### config.mk
export PLATFORM = sky130hd
export DESIGN_NAME = uart_core
export DESIGN_NICKNAME = d
export VERILOG_FILES = /design/src/rtl/uart_pkg.sv /design/src/rtl/uart_baud.sv /design/src/rtl/uart_fifo.sv /design/src/rtl/uart_tx.sv /design/src/rtl/uart_rx.sv /design/src/rtl/uart_rxtmo.sv /design/src/rtl/uart_core.sv
export SDC_FILE = /design/constraint.sdc
export NUM_CORES = 1
export LEC_CHECK = 0
export BUFFER_PORTS_ARGS = -buffer_cell sky130_fd_sc_hd__buf_2
export CAP_MARGIN = 40
export CELL_PAD_IN_SITES_DETAIL_PLACEMENT = 0
export CELL_PAD_IN_SITES_GLOBAL_PLACEMENT = 1
export CORE_MARGIN = 2
export CORE_UTILIZATION = 55
export DETAILED_ROUTE_END_ITERATION = 10
export PLACE_DENSITY_LB_ADDON = 0.1
export SLEW_MARGIN = 20
export SYNTH_ARGS = -nofsm -noshare
export SYNTH_HDL_FRONTEND = slang
export SYNTH_SLANG_ARGS = --single-unit
### constraint.sdc
create_clock -name clk -period 8.6 [get_ports clk]
set_input_delay 1.29 -clock clk [delete_from_list [all_inputs] [get_ports clk]]
set_output_delay 1.29 -clock clk [all_outputs]
set_load 0.02 [all_outputs]
### src/rtl/uart_pkg.sv
// Shared types, register addresses and helper functions for the serial transceiver.
// Assumes a byte-wide register port and characters of at most 8 data bits.
package uart_pkg;
    localparam int TICKS_PER_BIT = 32;
    localparam int MID_BIT       = 16;

    typedef enum logic [2:0] {S_IDLE, S_START, S_DATA, S_PAR, S_STOP} frame_st_t;

    typedef struct packed {
        logic       ferr;
        logic       perr;
        logic [7:0] data;
    } rx_word_t;

    localparam logic [2:0] A_DATA = 3'd0;
    localparam logic [2:0] A_CTRL = 3'd1;
    localparam logic [2:0] A_CFG  = 3'd2;
    localparam logic [2:0] A_FCTL = 3'd3;
    localparam logic [2:0] A_THR  = 3'd4;
    localparam logic [2:0] A_DIVL = 3'd5;
    localparam logic [2:0] A_DIVH = 3'd6;
    localparam logic [2:0] A_RXST = 3'd7;

    // Mask keeping the 5+len low data bits.
    function automatic logic [7:0] len_mask(input logic [1:0] len);
        return 8'hFF >> (2'd3 - len);
    endfunction

    // Parity bit for a masked character: even makes the total count of ones even.
    function automatic logic par_bit(input logic [7:0] d, input logic even);
        return even ? (^d) : ~(^d);
    endfunction
endpackage

### src/rtl/uart_baud.sv
// Oversampling tick generator: one tick every 2*(1+div) clocks while enabled.
// Assumes div may change at any time; the counter wraps at or above the new limit.
module uart_baud #(
    parameter int DIVW = 16
) (
    input  logic            clk,
    input  logic            rst_n,
    input  logic            en,
    input  logic [DIVW-1:0] div,
    output logic            tick
);
    logic [DIVW:0] cnt;
    logic [DIVW:0] lim;

    assign lim  = {div, 1'b1};
    assign tick = en && (cnt >= lim);

    // Count clocks up to the limit, then start again.
    always_ff @(posedge clk) begin
        if (!rst_n || !en)  cnt <= '0;
        else if (cnt >= lim) cnt <= '0;
        else                cnt <= cnt + 1'b1;
    end
endmodule

### src/rtl/uart_fifo.sv
// Synchronous FIFO with a level output and a flush input that has priority.
// Assumes DEPTH is a power of two; a push when full or a pop when empty is dropped.
module uart_fifo #(
    parameter int W     = 10,
    parameter int DEPTH = 16,
    localparam int AW   = $clog2(DEPTH),
    localparam int LW   = AW + 1
) (
    input  logic         clk,
    input  logic         rst_n,
    input  logic         flush,
    input  logic         push,
    input  logic [W-1:0] wdata,
    input  logic         pop,
    output logic [W-1:0] rdata,
    output logic [LW-1:0] level,
    output logic         empty,
    output logic         full
);
    logic [W-1:0]  mem [DEPTH];
    logic [AW-1:0] wp, rp;
    logic          do_push, do_pop;

    assign empty   = (level == '0);
    assign full    = (level == LW'(DEPTH));
    assign do_push = push && !full;
    assign do_pop  = pop && !empty;
    assign rdata   = mem[rp];

    // Store an accepted entry.
    always_ff @(posedge clk) begin
        if (do_push) mem[wp] <= wdata;
    end

    // Move pointers and the level.
    always_ff @(posedge clk) begin
        if (!rst_n || flush) begin
            wp <= '0; rp <= '0; level <= '0;
        end else begin
            if (do_push) wp <= wp + 1'b1;
            if (do_pop)  rp <= rp + 1'b1;
            level <= level + LW'(do_push) - LW'(do_pop);
        end
    end
endmodule

### src/rtl/uart_tx.sv
// Transmit engine: start bit, 5..8 data bits LSB first, optional parity, stop of (n+1)/8 bit.
// Assumes a tick at 32 per bit; a queued character follows the stop period with no gap.
module uart_tx
    import uart_pkg::*;
(
    input  logic       clk,
    input  logic       rst_n,
    input  logic       tick,
    input  logic       en,
    input  logic [1:0] len,
    input  logic [3:0] stop,
    input  logic       par_en,
    input  logic       par_even,
    input  logic       q_empty,
    input  logic [7:0] q_data,
    output logic       pop,
    output logic       line
);
    frame_st_t  st;
    logic [5:0] tcnt;
    logic [2:0] bidx;
    logic [7:0] sh;
    logic       par;
    logic [5:0] stop_last;
    logic       bit_end, last_bit, load;
    logic [7:0] masked;

    assign stop_last = {stop, 2'b11};
    assign bit_end   = (tcnt == 6'(TICKS_PER_BIT - 1));
    assign last_bit  = (bidx == ({1'b0, len} + 3'd4));
    assign masked    = q_data & len_mask(len);
    assign load      = en && !q_empty && tick &&
                       ((st == S_IDLE) || (st == S_STOP && tcnt == stop_last));
    assign pop       = load;

    // Frame sequencer advanced by the tick.
    always_ff @(posedge clk) begin
        if (!rst_n) begin
            st <= S_IDLE; tcnt <= '0; bidx <= '0; sh <= '0; par <= 1'b0;
        end else if (load) begin
            st <= S_START; tcnt <= '0; bidx <= '0; sh <= masked;
            par <= par_bit(masked, par_even);
        end else if (tick) begin
            case (st)
                S_START: begin
                    tcnt <= bit_end ? '0 : tcnt + 1'b1;
                    if (bit_end) st <= S_DATA;
                end
                S_DATA: begin
                    tcnt <= bit_end ? '0 : tcnt + 1'b1;
                    if (bit_end) begin
                        sh <= sh >> 1;
                        if (last_bit) st <= par_en ? S_PAR : S_STOP;
                        else          bidx <= bidx + 1'b1;
                    end
                end
                S_PAR: begin
                    tcnt <= bit_end ? '0 : tcnt + 1'b1;
                    if (bit_end) st <= S_STOP;
                end
                S_STOP: begin
                    if (tcnt == stop_last) begin st <= S_IDLE; tcnt <= '0; end
                    else tcnt <= tcnt + 1'b1;
                end
                default: tcnt <= '0;
            endcase
        end
    end

    // Line level for the current frame part.
    always_comb begin
        case (st)
            S_START: line = 1'b0;
            S_DATA:  line = sh[0];
            S_PAR:   line = par;
            default: line = 1'b1;
        endcase
    end
endmodule

### src/rtl/uart_rx.sv
// Receive engine: falling edge starts a frame, confirmed at tick 16; bits sampled mid-bit.
// Assumes a synchronised input line; one stop bit is sampled and a low sample is a framing error.
module uart_rx
    import uart_pkg::*;
(
    input  logic     clk,
    input  logic     rst_n,
    input  logic     tick,
    input  logic     en,
    input  logic     line,
    input  logic [1:0] len,
    input  logic     par_en,
    input  logic     par_even,
    output logic     push,
    output rx_word_t word
);
    frame_st_t  st;
    logic [4:0] tcnt;
    logic [2:0] bidx;
    logic [7:0] sh;
    logic       line_q, par_smp;
    logic       mid, last_bit;
    logic [7:0] data;

    assign mid      = (tcnt == 5'(TICKS_PER_BIT - 1));
    assign last_bit = (bidx == ({1'b0, len} + 3'd4));
    assign data     = sh >> (2'd3 - len);
    assign push     = tick && (st == S_STOP) && mid;
    assign word     = '{ferr: !line,
                        perr: par_en && (par_smp != par_bit(data, par_even)),
                        data: data};

    // Frame tracker advanced by the tick.
    always_ff @(posedge clk) begin
        if (!rst_n) begin
            st <= S_IDLE; tcnt <= '0; bidx <= '0; sh <= '0; line_q <= 1'b1; par_smp <= 1'b0;
        end else if (tick) begin
            line_q <= line;
            case (st)
                S_IDLE: if (en && line_q && !line) begin st <= S_START; tcnt <= '0; end
                S_START: begin
                    if (tcnt == 5'(MID_BIT - 1)) begin
                        tcnt <= '0; bidx <= '0;
                        st <= line ? S_IDLE : S_DATA;
                    end else tcnt <= tcnt + 1'b1;
                end
                S_DATA: begin
                    tcnt <= tcnt + 1'b1;
                    if (mid) begin
                        sh <= {line, sh[7:1]};
                        if (last_bit) st <= par_en ? S_PAR : S_STOP;
                        else          bidx <= bidx + 1'b1;
                    end
                end
                S_PAR: begin
                    tcnt <= tcnt + 1'b1;
                    if (mid) begin par_smp <= line; st <= S_STOP; end
                end
                S_STOP: begin
                    tcnt <= tcnt + 1'b1;
                    if (mid) st <= S_IDLE;
                end
                default: st <= S_IDLE;
            endcase
        end
    end
endmodule

### src/rtl/uart_rxtmo.sv
// Idle timer counting whole character times for the current frame format, saturating at 31.
// Assumes restart is held while the receive queue is empty.
module uart_rxtmo
    import uart_pkg::*;
(
    input  logic       clk,
    input  logic       rst_n,
    input  logic       tick,
    input  logic       restart,
    input  logic [1:0] len,
    input  logic       par_en,
    input  logic [4:0] limit,
    output logic       reached
);
    logic [4:0] tcnt;
    logic [3:0] bcnt;
    logic [4:0] ccnt;
    logic [3:0] bits_last;
    logic       bit_end;

    assign bits_last = 4'd6 + {2'b0, len} + {3'b0, par_en};
    assign bit_end   = (tcnt == 5'(TICKS_PER_BIT - 1));
    assign reached   = (limit != '0) && (ccnt >= limit);

    // Tick, bit and character counters, cleared on restart.
    always_ff @(posedge clk) begin
        if (!rst_n || restart) begin
            tcnt <= '0; bcnt <= '0; ccnt <= '0;
        end else if (tick) begin
            tcnt <= tcnt + 1'b1;
            if (bit_end) begin
                if (bcnt >= bits_last) begin
                    bcnt <= '0;
                    if (ccnt != 5'd31) ccnt <= ccnt + 1'b1;
                end else bcnt <= bcnt + 1'b1;
            end
        end
    end
endmodule

### src/rtl/uart_core.sv
// Serial transceiver top: register file, tick divider, both engines, queues and interrupts.
// Assumes single-cycle register strobes; reg_rdata is combinational on reg_addr.
module uart_core
    import uart_pkg::*;
#(
    parameter int DIVW       = 16,
    parameter int FIFO_DEPTH = 16,
    localparam int LW        = $clog2(FIFO_DEPTH) + 1,
    localparam int RXW       = $bits(rx_word_t)
) (
    input  logic       clk,
    input  logic       rst_n,
    input  logic       reg_wr,
    input  logic       reg_rd,
    input  logic [2:0] reg_addr,
    input  logic [7:0] reg_wdata,
    output logic [7:0] reg_rdata,
    input  logic       rxd,
    output logic       txd,
    output logic       irq_tx,
    output logic       irq_rx
);
    logic [7:0]      ctrl_q, cfg_q, thr_q;
    logic [4:0]      tmo_q;
    logic [DIVW-1:0] div_q;
    logic            tick, tx_pop, tx_line, rx_push, tmo_hit;
    logic            flush_tx, flush_rx, tx_push, rx_pop;
    logic            tx_empty, tx_full, rx_empty, rx_full;
    logic [7:0]      tx_head;
    logic [LW-1:0]   tx_lvl, rx_lvl;
    rx_word_t        rx_in, rx_head;
    logic            line_int, rx_s1, rx_s2;

    assign flush_tx = reg_wr && reg_addr == A_FCTL && reg_wdata[7];
    assign flush_rx = reg_wr && reg_addr == A_FCTL && reg_wdata[6];
    assign tx_push  = reg_wr && reg_addr == A_DATA;
    assign rx_pop   = reg_rd && reg_addr == A_DATA;

    // Control, format, timeout, threshold and divisor registers.
    always_ff @(posedge clk) begin
        if (!rst_n) begin
            ctrl_q <= '0; cfg_q <= 8'h37; thr_q <= '0; tmo_q <= '0; div_q <= '0;
        end else if (reg_wr) begin
            case (reg_addr)
                A_CTRL: ctrl_q <= reg_wdata;
                A_CFG:  cfg_q  <= reg_wdata;
                A_FCTL: tmo_q  <= reg_wdata[4:0];
                A_THR:  thr_q  <= reg_wdata;
                A_DIVL: div_q[7:0] <= reg_wdata;
                A_DIVH: div_q[DIVW-1:8] <= reg_wdata[DIVW-9:0];
                default: ;
            endcase
        end
    end

    // Read-back multiplexer.
    always_comb begin
        case (reg_addr)
            A_DATA:  reg_rdata = rx_head.data;
            A_CTRL:  reg_rdata = ctrl_q;
            A_CFG:   reg_rdata = cfg_q;
            A_FCTL:  reg_rdata = {3'b000, tmo_q};
            A_THR:   reg_rdata = thr_q;
            A_DIVL:  reg_rdata = div_q[7:0];
            A_DIVH:  reg_rdata = 8'(div_q[DIVW-1:8]);
            default: reg_rdata = {6'b0, rx_head.ferr, rx_head.perr};
        endcase
    end

    uart_baud #(.DIVW(DIVW)) u_baud (
        .clk(clk), .rst_n(rst_n), .en(ctrl_q[7]), .div(div_q), .tick(tick)
    );

    uart_fifo #(.W(8), .DEPTH(FIFO_DEPTH)) u_txq (
        .clk(clk), .rst_n(rst_n), .flush(flush_tx), .push(tx_push), .wdata(reg_wdata),
        .pop(tx_pop), .rdata(tx_head), .level(tx_lvl), .empty(tx_empty), .full(tx_full)
    );

    uart_tx u_tx (
        .clk(clk), .rst_n(rst_n), .tick(tick), .en(ctrl_q[6]), .len(cfg_q[5:4]),
        .stop(cfg_q[3:0]), .par_en(ctrl_q[3]), .par_even(ctrl_q[2]),
        .q_empty(tx_empty), .q_data(tx_head), .pop(tx_pop), .line(tx_line)
    );

    assign line_int = tx_line && !cfg_q[6];
    assign txd      = ctrl_q[4] ? 1'b1 : line_int;

    // Two-stage synchroniser on the selected receive source.
    always_ff @(posedge clk) begin
        if (!rst_n) begin rx_s1 <= 1'b1; rx_s2 <= 1'b1; end
        else begin rx_s1 <= ctrl_q[4] ? line_int : rxd; rx_s2 <= rx_s1; end
    end

    uart_rx u_rx (
        .clk(clk), .rst_n(rst_n), .tick(tick), .en(ctrl_q[5]), .line(rx_s2),
        .len(cfg_q[5:4]), .par_en(ctrl_q[1]), .par_even(ctrl_q[0]),
        .push(rx_push), .word(rx_in)
    );

    uart_fifo #(.W(RXW), .DEPTH(FIFO_DEPTH)) u_rxq (
        .clk(clk), .rst_n(rst_n), .flush(flush_rx), .push(rx_push), .wdata(rx_in),
        .pop(rx_pop), .rdata(rx_head), .level(rx_lvl), .empty(rx_empty), .full(rx_full)
    );

    uart_rxtmo u_tmo (
        .clk(clk), .rst_n(rst_n), .tick(tick), .restart(rx_push || rx_pop || rx_empty),
        .len(cfg_q[5:4]), .par_en(ctrl_q[1]), .limit(tmo_q), .reached(tmo_hit)
    );

    assign irq_tx = tx_lvl < LW'(thr_q[7:4]);
    assign irq_rx = (rx_lvl > LW'(thr_q[3:0])) ||
                    (tmo_hit && !rx_empty && rx_lvl <= LW'(thr_q[3:0]));
endmodule

---- Word-level counts from Yosys, hierarchy flattened ----
Memory sizes are Yosys's and may differ from the RTL's. A register that Yosys moved wholly into a read port is not among the register bits.
Cells that the tools add are included.
word-level totals
  logic and storage cells ................. 229
  input port bits ......................... 16
  bits in registers ....................... 146
  RAM bits ................................ 288
  memories ................................ 2
  output and inout port bits .............. 11
cells by class
  muxes and demuxes ....................... 47
  order comparisons ....................... 6
  reduce and logical (&&, ||, !) cells .... 75
  shift operators ......................... 2
  add/subtract/negate cells ............... 20
  equality and inequality tests ........... 42
  bitwise operators ....................... 5
memories
  memory     depth  width  read ports  clocked after Yosys merged registers in  write ports  line             RTL
  u_rxq.mem  16     10     1           1                                        1            uart_fifo.sv:20  logic [W-1:0] mem [DEPTH];
  u_txq.mem  16     8      1           1                                        1            uart_fifo.sv:20
operators by type and width
  cell                                                 number
  one-hot mux 8 bit (7 select lines)                   1
  two-way mux 3 bit                                    16
  two-way mux 8 bit                                    4
  logical AND 1 bit                                    23
  AND reduction 7 bit                                  3
  adder 4 x 1 -> 4 bit, second input constant          5
  equality test 5 bit, second input constant           4
  two-way mux 4 bit                                    5
  != test 2 x 1 -> 1 bit, second input constant        10
  equality test 3 x 2 -> 1 bit, second input constant  6
  adder 17 x 1 -> 17 bit, second input constant        1
  >= comparator 17 bit                                 1
  parity 8 bit                                         2
  adder 5 x 1 -> 5 bit, second input constant          3
  equality test 3 bit, second input constant           5
  one-hot mux 3 bit (5 select lines)                   1
  one-hot mux 5 bit (3 select lines)                   1
  AND reduction 2 bit                                  7
  two-way mux 6 bit                                    2
  != test 3 x 2 -> 1 bit, second input constant        4
  one-hot mux 3 bit (4 select lines)                   1
  one-hot mux 6 bit (2 select lines)                   1
  AND reduction 3 bit                                  4
  adder 5 x 1 -> 5 bit                                 2
  42 further kinds                                     85

---- Longest topological paths before layout ----
Gate-level depths: netlist (run 1).
  word-level depth ........................ 8
  mapped depth ............................ 18
  gate-level depth less buffers ........... 17

---- Cells and area by module ----
From an unflattened synthesis (run 1), not the netlist that was laid out.
unflattened totals
  cells, all modules ...................... 1498
  area, all modules ....................... 20009.2 um^2
by module, submodules not included
  module              cells each  sequential area each (um^2)  area each (um^2)  times used
  uart_fifo at u_rxq  357         5144.9                       6975.4            1
  uart_fifo at u_txq  309         4184.0                       5808.1            1
  uart_core           297         940.9                        2471.1            1
  uart_rx             150         420.4                        1426.4            1
  uart_tx             149         420.4                        1234.9            1
  uart_baud           137         340.3                        1174.9            1
  uart_rxtmo          99          280.3                        918.4             1

---- Least setup slack after synthesis (run 1) ----
OpenSTA, ideal clock, no wires.
  path type ............................... input -> output
  start ................................... in reg_addr[1]
  end ..................................... out reg_rdata[7]
  cell stages on the path ................. 5
  arrival time ............................ 2681 ps
  setup slack ............................. 4629 ps
  data required time ...................... 7310 ps
  cells stage by stage .................... clkbuf_1 clkbuf_1 clkbuf_1 o21ai_0 a221o_1
between the ends
  longest elaborated chain between the ends .. 2
  elaborated cells between the ends (all ways) .. 8
RTL lines
  element                                            line             RTL
  start, declared                                    uart_core.sv:15  input logic [2:0] reg_addr,
  equality test 3 bit, or another cell as far along  uart_core.sv:58  case (reg_addr)
  one-hot mux 8 bit (7 select lines) (*)             uart_core.sv:58
  end, declared                                      uart_core.sv:17  output logic [7:0] reg_rdata,
Mark *: on every way between the ends. The rest lies on a longest branch, timed or not.

==> results of run 1 <==
[how the worst max path moves through the flow]
stage	start	endpoint	slack, ns	cells past startpoint
2_1_floorplan	reg_addr[1]	reg_rdata[7]	4.63	5
3_3_place_gp	flip-flop	reg_rdata[1]	4.34	6
3_5_place_dp	flip-flop	reg_rdata[1]	4.33	6
4_1_cts	flip-flop	reg_rdata[1]	3.72	6
5_1_grt	flip-flop	reg_rdata[1]	3.91	7
6_report	flip-flop	reg_rdata[1]	4.03	7
[power by group]
group / total (W) / switching [W] / internal (W)
combinational: 0.000213 / 0.000135 / 0.0000780
sequential: 0.00228 / 0.0000158 / 0.00226
clock: 0.00191 / 0.000835 / 0.00107
[state kept, by name, summed over array words and instances (netlist names), 5 cells and up, named ones only]
register / count
u_tx.sh: 8
u_rx.tcnt: 5
u_rxq.mem: 160
u_txq.level: 5
u_tmo.tcnt: 5
u_rx.sh: 8
u_baud.cnt: 17
tmo_q: 5
u_tmo.ccnt: 5
u_txq.mem: 128
div_q: 16
thr_q: 8
u_tx.tcnt: 6
u_rxq.level: 5
cfg_q: 8
ctrl_q: 8
[logic make-up after synthesis]
group,after synthesis,share of synthesized area (%)
DFF,442,60.6
and+or+nand+nor,426,9.76
AOI/OAI and AO/OA,206,6.60
muxes,136,12.7
buffers and inverters,122,2.61
adders and majority gates,70,4.60
xor gates and xnor gates,67,3.14
[metal layers]
metal	vias to the layer above	part of all wire, %
met5	-	0
met4	0	2.7
met3	67	5.2
met1	5956	43
li1	5554	-
met2	282	49
[Yosys cell counts, types with 3 or more instances]
| cell type | instances |
|---|---|
| mux4_1 | 4 |
| a221o_1 | 5 |
| nand4_1 | 16 |
| dfxtp_1 | 154 |
| xor2_1 | 33 |
| nor3_1 | 18 |
| nand3_1 | 32 |
| a21o_1 | 15 |
| edfxtp_1 | 288 |
| buf_1 | 7 |
| a211oi_1 | 5 |
| ha_1 | 68 |
| a22oi_1 | 15 |
| o22ai_1 | 4 |
| clkbuf_1 | 43 |
| nand2b_1 | 15 |
| o221ai_1 | 3 |
| and3_1 | 12 |
| nor2b_1 | 11 |
| or3_1 | 8 |
| nand2_1 | 157 |
| and2_1 | 6 |
| o21ai_0 | 35 |
| a21oi_1 | 91 |
| mux2_2 | 9 |
| a22o_1 | 6 |
| o211ai_1 | 4 |
| nor2_1 | 138 |
| buf_2 | 9 |
| inv_1 | 58 |
| mux4_2 | 81 |
| a221oi_1 | 3 |
| xnor2_1 | 32 |
| mux2i_1 | 42 |
[per-stage QoR]
stage,total power (W),std cells,hold WS [ns],util [%]
final,0.00440,2017,0.455,62.4
after floorplan,0.00245,1469,0.386,-
after detailed placement,0.00253,1928,0.447,58.0
after global routing,0.00453,2017,0.476,62.4
after global placement,0.00253,1914,0.442,57.7
after CTS,0.00443,2011,0.456,62.2
[area by class of cell]
class	count	area, um^2
fill	2696	13000
sequential	442	11700
multi-input combinational	905	7130
clock buffer	60	1220
tap	455	569
timing repair buffer	73	517
inverter	59	221
clock inverter	23	220
[worst register-to-register path: stages (launching register included)]
cell and delay [ns]:
dfxtp_1 0.40, inv_1 0.07, ha_1 0.29, nand4_1 0.14
nor4_1 0.40, a31oi_1 0.16, o221ai_1 0.26, o21ai_2 0.07
buf_4 0.22, nor2_1 0.52, nand2_1 0.22, nor2_1 0.49
buf_4 0.30
==> reports/qor.yml, run 1 <==
drt:
  drt_iter0_drc: 922
  route.vias.total: 11859
  via_per_inst: 5.88
  drc_errors: 0
  wl_per_cell_um: 22.1
  routed_wl_mm: 44.6
  postRouteAntennaNets: 0
  drt_pass1_iterations: 5
global_route:
  grt_overflow: 0
  grt_pass1_wl_mm: 68.4
  grt_util_met2_pct: 41.0
  gr-usage-met1_pct: 34.4
  grtUsageTotal_pct: 25.1
  grt_max_degree: 47
  grt.busiest_layer: "met2"
  gr-usage-met3_pct: 4.04
  grt_antenna_before_repair: 0
  grt_pass1_vias: 11501
synth:
  synth_area_leaders: "edfxtp_1 (45%), dfxtp_1 (16%), mux4_2 (9.4%)"
  ys.flop_type: "edfxtp_1"
  synth_top_area_cell: "edfxtp_1"
  ys_ff_latch: 442
  synth.distinct_cells: 71
  yosysWarnings: 0
  synth_area_mm2: 0.0193
  syn_nets: 1555
  synth-async-reset-ratio_pct: 0
  synth-edff-count: 288
  synth_top_area_share_pct: 44.7
  synth_seq_area_share_pct: 60.6
  synth.avg_cell_area_um2: 13.2
  synthCells: 1469
critical_path:
  reg2reg_to: "u_rxq.mem[13][4]"
  crit_chain: "buf_4 -> buf_16 -> mux4_2 -> mux4_2 -> mux4_2 -> mux2_2 -> buf_2"
  worstSetupStartpointType: "flip-flop"
  end_kind: "primary output"
  cp_max_fo: 38
  worstPathArrival_ns: 3.28
  reg2reg_slack_ns: 4.77
  r2r_start: "div_q[9]"
  slowest_stage: "mux4_2"
  path_buf_inv: 3
  crit_type: "reg -> out"
  cp_top_family: "multiplexers"
  crit_path_max_incr_delay_ns: 0.55
  required_ns: 7.31
  reg2regPathDepth: 12
  cpMostUsedCell: "mux4_2"
power:
  leakagePower_nw: 7.46
  peakVddDrop_v: 0.000184
  power_density_mw_per_mm2: 203
cells_and_area:
  layout.cells.most_common: "edfxtp_1"
  final_area_mm2: 0.0216
  fin_nets: 1612
  layout_common_cells: "edfxtp_1 (288), nand2_1 (157), dfxtp_1 (151)"
  syn2layout_area_growth_pct: 11.7
  n_antenna_cell: 0
  drive_gt1_share_pct: 15.7
clock_tree:
  clock_sinks: 442
  cts_root_buffer: "clkbuf_16"
  postCtsSetupBuffers: 0
  ctsResizeCount: 0
  clk_pin_slew_ns: 0.07
  cts-buffers-inserted: 45
  ctsHoldBuffers: 0
  clk_latency_ns: 0.59
  cts_buffer_depth: 3
  cts_tree: "done"
  htreeDepth: 2
timing:
  setup_ws_ns: 4.03
  rsz0062_at_grt: "no"
  slew_headroom_pct: 46.2
  fin_worst_skew_ns: 0.0210
  post-route-period-util_pct: 53.1
  tns_ns: 0
  max_freq_ghz: 0.219
  worst_pin_slew_ns: 0.805
  slew_viol_final: 0
  hold_viol: 0
  finalSetupViolCount: 0
  fin_crit_ns: 4.57
placement:
  hpwl_mm: 29.8
  post-place-ws_ns: 4.33
  gp_congestion: 0.815
  port_buffers: 26
  placed_cell_area_mm2: 0.0201
outcome:
  outcome: "completed"
die:
  die_w_um: 192
  initial_core_util_pct: 55.9
  rows: 68
  fp.dieH_um: 192
  die_area_mm2: 0.0367
  design.core.area_mm2: 0.0346
  top_level_ports: 27
worst_hold_path:
  min_from: "thr_q[3]"
  hold_class: "reg -> reg"
  holdPathEnd: "thr_q[3]"
  holdPathStages: 2
flow_run:
  maxCapViolCount: 0
Power figures use the tool's default switching activity.
==> inputs of run 2 (changes only) <==
CORE_UTILIZATION = 48   (was 55)
clock period = 3.7 ns   (was 8.6 ns; I/O delays follow)
==> reports/qor.yml, run 2 (same netlist as run 1, synthesis figures left out) <==
critical_path:
  crit_chain: "buf_4 -> mux4_2 -> mux4_2 -> mux4_2 -> mux2_2 -> buf_2"
  required_ns: 3.14
  slowest_stage: "mux4_2"
  crit_path_max_incr_delay_ns: 0.52
  path_buf_inv: 2
  end_kind: "primary output"
  cp_max_fo: 5
  cpMostUsedCell: "mux4_2"
  reg2reg_slack_ns: 0.31
  worstPathArrival_ns: 3.10
  worstSetupStartpointType: "flip-flop"
  crit_type: "reg -> out"
  cp_top_family: "multiplexers"
timing:
  max_freq_ghz: 0.274
  post-route-period-util_pct: 98.7
  fin_worst_skew_ns: 0.0198
  hold_viol: 0
  fin_crit_ns: 3.65
  slew_headroom_pct: 53.9
  worst_pin_slew_ns: 0.692
  slew_viol_final: 0
  finalSetupViolCount: 0
drt:
  via_per_inst: 5.59
  drt_iter0_drc: 967
  postRouteAntennaNets: 0
  route.vias.total: 11897
  drt_pass1_iterations: 7
  routed_wl_mm: 46.2
  wl_per_cell_um: 21.7
  drc_errors: 0
die:
  die_area_mm2: 0.0419
  design.core.area_mm2: 0.0397
  fp.dieH_um: 205
  die_w_um: 205
  top_level_ports: 27
  initial_core_util_pct: 48.7
  rows: 73
clock_tree:
  cts-buffers-inserted: 48
  clock_sinks: 442
  clk_pin_slew_ns: 0.06
  cts_root_buffer: "clkbuf_16"
  cts_buffer_depth: 3
  clk_latency_ns: 0.59
  htreeDepth: 2
  cts_tree: "done"
cells_and_area:
  multiInputGateArea_mm2: 0.00715
  syn2layout_area_growth_pct: 14.9
  nFillCells: 3323
  drive_gt1_share_pct: 18.2
  regArea_mm2: 0.0117
  layout.cells.most_common: "edfxtp_1"
  regMostFlops: "u_rxq.mem"
  final_area_mm2: 0.0222
  layout_common_cells: "edfxtp_1 (288), nand2_1 (157), dfxtp_1 (151)"
  reg_top3: "u_rxq.mem: 160 flops, u_txq.mem: 128 flops, u_baud.cnt: 17 flops"
  fin_nets: 1651
  largest_register_ffs: 160
placement:
  port_buffers: 26
  hpwl_mm: 31.2
  placed_cell_area_mm2: 0.0205
  gp_congestion: 0.814
worst_hold_path:
  hold_class: "in -> reg"
global_route:
  grt_util_met2_pct: 36.0
  grt.busiest_layer: "met2"
  grt_overflow: 0
  grt_antenna_before_repair: 3
  grt_pass1_wl_mm: 70.9
  grt_max_degree: 36
  grt_pass1_vias: 11835
  gr-usage-met3_pct: 3.29
  grtUsageTotal_pct: 22.6
  gr-usage-met1_pct: 32.2
power:
  power_density_mw_per_mm2: 484
  total_power_w: 0.0108
  peakVddDrop_v: 0.000416
  leakagePower_nw: 7.77
flow_run:
  maxCapViolCount: 0
outcome:
  outcome: "completed"
==> run 2: cell types whose count changed in the layout (fill, tap and decap cells not counted), sizes merged <==
cell | previous run | this run
bufinv | 2 | 8
clkinvlp | 2 | 3
clkbuf | 60 | 57
buf | 73 | 109
diode | 0 | 1
==> run 2: power breakdown <==
part	leakage, nW	internal [W]	switching (W)
Combinational	3.13	0.000194	0.000332
Sequential	3.84	0.00525	0.0000326
Clock	0.797	0.00299	0.00196
Total	7.77	0.00843	0.00233
==> run 2: repair_timing <==
item / in CTS / in global routing
cloned: 0 / 0
buffers inserted: 0 / 4
pin swaps: 0 / 1
hold buffers: 0 / 0
endpoints found under the setup margin: 7 / 4
gates resized for setup: 3 / 5
hold endpoints to repair: 0 / 0
==> run 2: layer usage <==
layer	routed length, um	share of wire [%]
met4	1030	2.2
met5	0	0
met3	2270	4.9
met1	21100	46
met2	21700	47
==> run 2: final cells by class <==
type | instances | share of cell area, %
clock buffer | 57 | 5.64
antenna | 1 | 0.0113
multi-input combinational | 905 | 32.1
sequential | 442 | 52.8
inverter | 59 | 0.996
tap | 525 | 2.95
timing repair buffer | 109 | 3.74
clock inverter | 30 | 1.71
==> run 2: worst min-delay path, delay by kind of cell <==
| family | cells | cell delay [ns] |
|---|---|---|
| AND/OR/NAND/NOR | 1 | 0.12 |
| buffers and inverters | 2 | 0.27 |
==> run 2: final timing paths <==
check                  from             end  cells after the start
setup / recovery  flip-flop    reg_rdata[1]                      6
hold / removal        rst_n       ctrl_q[3]                      3
setup reg to reg  div_q[10]  u_txq.level[4]                     17
hold reg to reg       rx_s1           rx_s2                      1
==> run 2: through the flow <==
step	util (%)	hold WS [ns]	std cells	TNS, ns	setup slack [ns]
floorplan	-	0.386	1469	0	0.464
global placement	51.6	0.409	2033	0	0.426
detailed placement	51.6	0.406	2035	0	0.286
CTS	55.8	0.383	2122	0	0.00334
global route	56.0	0.414	2127	-0.0272	-0.0272
finish	56.0	0.402	2128	0	0.0472
